--- src/rtl/srec_pkg.sv ---
package srec_pkg;

    localparam int ADDR_W = 32;

    localparam logic [7:0] CH_S  = 8'h53;
    localparam logic [7:0] CH_CR = 8'h0D;
    localparam logic [7:0] CH_LF = 8'h0A;
    localparam logic [7:0] CH_SP = 8'h20;

    typedef enum logic [2:0] {
        ST_START,
        ST_TYPE,
        ST_LEN,
        ST_ADDR,
        ST_DATA,
        ST_CSUM,
        ST_DONE,
        ST_ERR
    } srec_state_e;

    typedef struct packed {
        logic       valid;
        logic [2:0] addr_bytes;
        logic       final_rec;
        logic       keep;
    } rec_kind_t;

    function automatic logic [3:0] hex_nibble(input logic [7:0] c);
        logic [7:0] t;
        t = c[6] ? (c + 8'd9) : c;
        return t[3:0];
    endfunction

    function automatic rec_kind_t classify(input logic [3:0] d);
        rec_kind_t k;
        k = '0;
        case (d)
            4'd0: k = '{valid: 1'b1, addr_bytes: 3'd0, final_rec: 1'b0, keep: 1'b0};
            4'd1: k = '{valid: 1'b1, addr_bytes: 3'd2, final_rec: 1'b0, keep: 1'b1};
            4'd2: k = '{valid: 1'b1, addr_bytes: 3'd3, final_rec: 1'b0, keep: 1'b1};
            4'd3: k = '{valid: 1'b1, addr_bytes: 3'd4, final_rec: 1'b0, keep: 1'b1};
            4'd7: k = '{valid: 1'b1, addr_bytes: 3'd4, final_rec: 1'b1, keep: 1'b1};
            4'd8: k = '{valid: 1'b1, addr_bytes: 3'd3, final_rec: 1'b1, keep: 1'b1};
            4'd9: k = '{valid: 1'b1, addr_bytes: 3'd2, final_rec: 1'b1, keep: 1'b1};
            default: k = '0;
        endcase
        return k;
    endfunction

endpackage

--- src/rtl/srec_char_decode.sv ---
module srec_char_decode
    import srec_pkg::*;
(
    input  logic [7:0] ch,
    output logic [3:0] nib,
    output logic       is_blank,
    output logic       is_s
);
    always_comb begin
        nib      = hex_nibble(ch);
        is_blank = (ch == CH_CR) || (ch == CH_LF) || (ch == CH_SP);
        is_s     = (ch == CH_S);
    end
endmodule

--- src/rtl/srec_parser.sv ---
module srec_parser
    import srec_pkg::*;
(
    input  logic              clk,
    input  logic              rst,
    input  logic              restart,
    input  logic              in_valid,
    input  logic [3:0]        nib,
    input  logic              is_blank,
    input  logic              is_s,
    output logic              addr_stb,
    output logic [ADDR_W-1:0] addr_val,
    output logic              keep_rec,
    output logic              byte_stb,
    output logic [7:0]        byte_val,
    output logic              done,
    output logic [ADDR_W-1:0] entry_addr,
    output logic              err_checksum,
    output logic              err_format
);
    srec_state_e       state;
    rec_kind_t         kind;
    rec_kind_t         kind_now;
    logic              phase;
    logic [3:0]        hi_nib;
    logic [2:0]        left;
    logic [7:0]        data_left;
    logic [7:0]        sum;
    logic [7:0]        need;
    logic [ADDR_W-1:0] addr;
    logic              step;

    always_comb begin
        step     = in_valid && !restart;
        byte_val = {hi_nib, nib};
        addr_val = {addr[ADDR_W-5:0], nib};
        kind_now = classify(nib);
        need     = {5'd0, kind.addr_bytes} + 8'd1;
        keep_rec = kind.keep;
        addr_stb = step && (state == ST_ADDR) && phase && (left == 3'd1);
        byte_stb = step && (state == ST_DATA) && phase && kind.keep;
    end

    always_ff @(posedge clk) begin
        if (rst || restart) begin
            state        <= ST_START;
            kind         <= '0;
            phase        <= 1'b0;
            hi_nib       <= '0;
            left         <= '0;
            data_left    <= '0;
            sum          <= '0;
            addr         <= '0;
            done         <= 1'b0;
            entry_addr   <= '0;
            err_checksum <= 1'b0;
            err_format   <= 1'b0;
        end else begin
            done <= 1'b0;
            if (in_valid) begin
                if (state inside {ST_LEN, ST_ADDR, ST_DATA, ST_CSUM}) begin
                    phase <= !phase;
                    if (!phase) hi_nib <= nib;
                end
                case (state)
                    ST_START: begin
                        if (is_s) begin
                            state <= ST_TYPE;
                        end else if (!is_blank) begin
                            err_format <= 1'b1;
                            state      <= ST_ERR;
                        end
                    end
                    ST_TYPE: begin
                        if (!kind_now.valid) begin
                            err_format <= 1'b1;
                            state      <= ST_ERR;
                        end else begin
                            kind  <= kind_now;
                            phase <= 1'b0;
                            state <= ST_LEN;
                        end
                    end
                    ST_LEN: begin
                        if (phase) begin
                            if (byte_val < need) begin
                                err_format <= 1'b1;
                                state      <= ST_ERR;
                            end else begin
                                sum       <= byte_val;
                                data_left <= byte_val - need;
                                left      <= kind.addr_bytes;
                                addr      <= '0;
                                if (kind.addr_bytes != 3'd0) state <= ST_ADDR;
                                else if (byte_val == need)   state <= ST_CSUM;
                                else                         state <= ST_DATA;
                            end
                        end
                    end
                    ST_ADDR: begin
                        addr <= addr_val;
                        if (phase) begin
                            sum  <= sum + byte_val;
                            left <= left - 3'd1;
                            if (left == 3'd1)
                                state <= (data_left == 8'd0) ? ST_CSUM : ST_DATA;
                        end
                    end
                    ST_DATA: begin
                        if (phase) begin
                            sum       <= sum + byte_val;
                            data_left <= data_left - 8'd1;
                            if (data_left == 8'd1) state <= ST_CSUM;
                        end
                    end
                    ST_CSUM: begin
                        if (phase) begin
                            if (byte_val != ~sum) begin
                                err_checksum <= 1'b1;
                                state        <= ST_ERR;
                            end else if (kind.final_rec) begin
                                done       <= 1'b1;
                                entry_addr <= addr;
                                state      <= ST_DONE;
                            end else begin
                                state <= ST_START;
                            end
                        end
                    end
                    default: state <= state;
                endcase
            end
        end
    end
endmodule

--- src/rtl/srec_offset_track.sv ---
module srec_offset_track
    import srec_pkg::*;
#(
    parameter int OFF_W = 24
) (
    input  logic              clk,
    input  logic              rst,
    input  logic              restart,
    input  logic              addr_stb,
    input  logic [ADDR_W-1:0] addr_val,
    input  logic              keep_rec,
    input  logic              byte_stb,
    input  logic [7:0]        byte_val,
    output logic              wr_en,
    output logic [OFF_W-1:0]  wr_offset,
    output logic [7:0]        wr_data,
    output logic [OFF_W:0]    byte_count
);
    localparam int CNT_W = OFF_W + 1;

    logic              first;
    logic [ADDR_W-1:0] base;
    logic [ADDR_W-1:0] eff_base;
    logic [ADDR_W-1:0] diff;
    logic [OFF_W-1:0]  cur;
    logic [CNT_W-1:0]  next_end;

    always_comb begin
        eff_base = first ? addr_val : base;
        diff     = addr_val - eff_base;
        next_end = {1'b0, cur} + CNT_W'(1);
    end

    always_ff @(posedge clk) begin
        if (rst || restart) begin
            first      <= 1'b1;
            base       <= '0;
            cur        <= '0;
            wr_en      <= 1'b0;
            wr_offset  <= '0;
            wr_data    <= '0;
            byte_count <= '0;
        end else begin
            wr_en <= 1'b0;
            if (addr_stb && keep_rec) begin
                if (first) begin
                    base  <= addr_val;
                    first <= 1'b0;
                end
                cur <= diff[OFF_W-1:0];
            end
            if (byte_stb) begin
                wr_en     <= 1'b1;
                wr_offset <= cur;
                wr_data   <= byte_val;
                cur       <= cur + OFF_W'(1);
                if (next_end > byte_count) byte_count <= next_end;
            end
        end
    end
endmodule

--- src/rtl/srec_stream_decoder.sv ---
module srec_stream_decoder
    import srec_pkg::*;
#(
    parameter int OFF_W = 24
) (
    input  logic              clk,
    input  logic              rst,
    input  logic              restart,
    input  logic              in_valid,
    input  logic [7:0]        in_char,
    output logic              wr_en,
    output logic [OFF_W-1:0]  wr_offset,
    output logic [7:0]        wr_data,
    output logic              done,
    output logic [ADDR_W-1:0] entry_addr,
    output logic [OFF_W:0]    byte_count,
    output logic              err_checksum,
    output logic              err_format
);
    logic [3:0]        nib;
    logic              is_blank;
    logic              is_s;
    logic              addr_stb;
    logic [ADDR_W-1:0] addr_val;
    logic              keep_rec;
    logic              byte_stb;
    logic [7:0]        byte_val;

    srec_char_decode u_char (
        .ch       (in_char),
        .nib      (nib),
        .is_blank (is_blank),
        .is_s     (is_s)
    );

    srec_parser u_parse (
        .clk          (clk),
        .rst          (rst),
        .restart      (restart),
        .in_valid     (in_valid),
        .nib          (nib),
        .is_blank     (is_blank),
        .is_s         (is_s),
        .addr_stb     (addr_stb),
        .addr_val     (addr_val),
        .keep_rec     (keep_rec),
        .byte_stb     (byte_stb),
        .byte_val     (byte_val),
        .done         (done),
        .entry_addr   (entry_addr),
        .err_checksum (err_checksum),
        .err_format   (err_format)
    );

    srec_offset_track #(.OFF_W(OFF_W)) u_track (
        .clk        (clk),
        .rst        (rst),
        .restart    (restart),
        .addr_stb   (addr_stb),
        .addr_val   (addr_val),
        .keep_rec   (keep_rec),
        .byte_stb   (byte_stb),
        .byte_val   (byte_val),
        .wr_en      (wr_en),
        .wr_offset  (wr_offset),
        .wr_data    (wr_data),
        .byte_count (byte_count)
    );
endmodule

--- config.mk ---
export PLATFORM = sky130hd
export DESIGN_NAME = srec_stream_decoder
export DESIGN_NICKNAME = d
export VERILOG_FILES = /design/src/rtl/srec_pkg.sv /design/src/rtl/srec_char_decode.sv /design/src/rtl/srec_parser.sv /design/src/rtl/srec_offset_track.sv /design/src/rtl/srec_stream_decoder.sv
export SDC_FILE = /design/constraint.sdc
export NUM_CORES = 1
export LEC_CHECK = 0
export ABC_AREA = 1
export BUFFER_PORTS_ARGS = -buffer_cell sky130_fd_sc_hd__buf_4
export CAP_MARGIN = 0
export CORE_MARGIN = 2
export CORE_UTILIZATION = 55
export DETAILED_ROUTE_END_ITERATION = 10
export PLACE_DENSITY = 0.89
export SYNTH_ARGS = -nofsm -noshare
export SYNTH_HDL_FRONTEND = slang
export SYNTH_SLANG_ARGS = --single-unit
--- constraint.sdc ---
create_clock -name clk -period 3.2 [get_ports clk]
set_input_delay 0.16 -clock clk [delete_from_list [all_inputs] [get_ports clk]]
set_output_delay 0.16 -clock clk [all_outputs]
set_load 0.05 [all_outputs]
==> impl_metrics.json <==
{
  "synth_common_cells": "nand2_1 (302), dfxtp_1 (206), nor2_1 (200), inv_1 (178), o21ai_0 (176)",
  "fin_nets": 1901,
  "slowest_stage": "dfxtp_4",
  "multi_input_area_um2": 6960,
  "synthTopCellsByArea": "dfxtp_1 (35%), nand2_1 (9.6%), o21ai_0 (7.4%)",
  "synth_top_area_share_pct": 34.8,
  "drive_gt1_share_pct": 18.5,
  "post-route-min-period_ps": 3120,
  "seqCellArea_um2": 4140,
  "fin_area_um2": 14400,
  "worst-path-max-fanout": 6,
  "status": "complete, no violations",
  "period_share_pct": 97.4,
  "seq_area_frac_synth_pct": 34.8,
  "postSynthAreaPerCell_um2": 7.00,
  "dpl_cell_area_um2": 13100,
  "start_util_pct": 56.1,
  "path_cells": "clkinvlp_4, nor3_4, nand3_2, nor3_4, nand2_2, xor2_2, inv_1, ha_1, nand2_2, o21ai_0, a21oi_2, nand3_2, nand2_4, buf_6, nand2_2, a21oi_2",
  "dpl.hpwl_um": 24000,
  "grt_pass1_vias": 11000,
  "pin_count": 105,
  "clk_pin_slew_ps": 60,
  "max_freq_mhz": 321,
  "area_growth_pct": 21.6,
  "cts-buffers-inserted": 23,
  "leakagePower_uw": 0.00631,
  "fill_cells": 1792,
  "hold_path.class": "in -> reg",
  "h-tree-depth": 1,
  "finalSetupViolations": 0,
  "place.gp.congestion": 0.967,
  "async_flop_share_pct": 0,
  "synth_ff_type": "dfxtp_1",
  "coreArea_um2": 21100,
  "maxSlewViolCount": 0,
  "crit_arrival_ps": 3570,
  "mappedNetlistArea_um2": 11800,
  "drc": 0,
  "yosysMostFrequentCell": "nand2_1",
  "cts_max_path_buffers": 3,
  "die_h_um": 151,
  "cp-start-kind": "register",
  "synth_edf_count": 0,
  "portBuffers": 104,
  "worstSetupPathType": "reg -> reg",
  "highest_layer": "met4",
  "required_ps": 3650,
  "rows": 53,
  "cts_root_buffer": "clkbuf_16",
  "cts_tree": "done",
  "die_area_um2": 22700,
  "met1_length_um": 14900,
  "drt-total-wl_um": 34300,
  "relSlewSlack_pct": 23.9,
  "die_w_um": 151,
  "grt_pass1_wl_um": 54000,
  "drv_cap": 0,
  "antenna_left": 0,
  "vias_per_cell": 5.73,
  "ys_seq_elements": 206,
  "wire_per_inst_um": 16.3,
  "cpMostUsedCell": "nand2_2",
  "hold_viol_final": 0,
  "cts_num_sinks": 206,
  "crit_path_max_incr_delay_ps": 370,
  "ctsHoldBuffers": 0,
  "skew_ps": 13.6,
  "endpoint_kind": "register",
  "ir_drop_v": 0.000496,
  "firstDrtPassIters": 5,
  "antenna_cells": 0,
  "yosysWarnings": 0,
  "final_core_util_pct": 68.2,
  "wl_met3_um": 2520,
  "synthesis.nets": 1773,
  "synthCells": 1691,
  "num_vias": 12100,
  "insertion_delay_ps": 520,
  "synth.distinct_cells": 60,
  "grt_max_degree": 122,
  "p_per_area_nw_per_um2": 406,
  "tightest_slew_ps": 1140,
  "track_usage_pct": 29.1,
  "antenna_found_initial": 0,
  "wl_met2_um": 15600,
  "drtIter0Drc": 968,
  "grt_overflow": 0,
  "synth_top_cell_by_area": "dfxtp_1"
}
[power by group]
part / internal, uW / switching (uW)
clock: 1720 / 1110
sequential: 2570 / 11.5
combinational: 132 / 304
total: 4430 / 1420
[cells by family after synthesis]
kind of cell             share of synthesized area (%)
XOR/XNOR                                          2.52
adder cells (fa/ha/maj)                           7.46
AO/OA/AOI/OAI                                     20.7
flip-flops                                        34.8
buffers and inverters                             9.11
AND/OR/NAND/NOR                                   25.4
[critical path: cells and delay by family, from the launching register on]
| kind | cells | cell delay (ps) |
|---|---|---|
| compound gates | 3 | 470 |
| xor+xnor | 1 | 200 |
| buf+inv | 3 | 380 |
| simple gates | 8 | 1340 |
| flops | 1 | 370 |
| fa+ha+maj | 1 | 290 |
[sequential cells by signal (all words and copies together), names as in the netlist, 3 cells and up]
name                flops
u_parse.state           3
u_parse.entry_addr     32
u_parse.hi_nib          4
u_parse.left            3
u_track.wr_data         8
u_parse.data_left       8
u_track.cur            24
u_parse.kind            4
u_parse.sum             8
u_track.base           24
u_track.wr_offset      24
u_parse.addr           32
u_track.byte_count     25
[layer usage]
| layer | GRT usage, % | vias up |
|---|---|---|
| met3 | 3.58 | 85 |
| met2 | 47.2 | 513 |
| met4 | 10.6 | 0 |
| met5 | 0 | - |
| met1 | 39.9 | 5619 |
| li1 | - | 5883 |
[final cells by class]
class / instances / area share (%)
clock buffer: 30 / 4.39
clock inverter: 11 / 1.18
inverter: 194 / 5.16
multi-input combinational: 1219 / 48.4
sequential: 206 / 28.8
tap: 275 / 2.39
timing repair buffer: 175 / 9.76
[final timing paths]
path                                        from                    end  slack (ps)  cells past startpoint
worst max-delay path              u_track.cur[1]  u_track.byte_count[6]          80                     16
worst min-delay path                    in_valid        u_parse.kind[4]          60                      3
worst max register to register    u_track.cur[1]  u_track.byte_count[6]          80                     16
worst min register to register  u_track.base[21]       u_track.base[21]         450                      2
[cells in the final DEF, fill, tap and decap left out, types with 5 or more instances in the layout]
| master | netlist | routed |
|---|---|---|
| nand2_1 | 302 | 284 |
| dfxtp_1 | 206 | 197 |
| nor2_1 | 200 | 195 |
| o21ai_0 | 176 | 175 |
| inv_1 | 178 | 172 |
| buf_4 | 3 | 164 |
| a21oi_1 | 163 | 156 |
| nand3_1 | 85 | 83 |
| ha_1 | 69 | 66 |
| a22oi_1 | 32 | 32 |
| xor2_1 | 30 | 26 |
| clkbuf_16 | 0 | 24 |
| nand2_2 | 6 | 20 |
| nor3_1 | 25 | 19 |
| inv_2 | 13 | 17 |
| nand4_1 | 15 | 15 |
| a31oi_1 | 15 | 15 |
| nand2_4 | 7 | 11 |
| nor2_4 | 5 | 10 |
| a21oi_2 | 1 | 8 |
| dfxtp_2 | 0 | 8 |
| nor4_1 | 13 | 7 |
| o21ai_1 | 6 | 7 |
| o21a_1 | 7 | 7 |
| a211oi_2 | 6 | 6 |
| buf_6 | 6 | 6 |
| nand3_2 | 3 | 5 |
| nor3_2 | 2 | 5 |
| a211oi_1 | 5 | 5 |
[through the flow]
stage	cells	TNS [ps]	worst slack (ps)	power [uW]	hold slack [ps]
after global routing	2110	-1990	-106	6030	75.8
after floorplan	1691	0	13.8	2960	399
final	2110	0	83.3	5850	63.1
after global placement	2055	0	1.70	3050	433
after CTS	2096	0	4.12	5870	52.1
after detailed placement	2055	-3020	-170	3060	441
[what timing repair did]
item	CTS	global route
setup endpoints to repair	25	25
gates resized for setup	7	83
cloned	0	2
buffers inserted	0	13
pin swaps	2	33
Note: power is estimated with default switching activity, not from simulation.
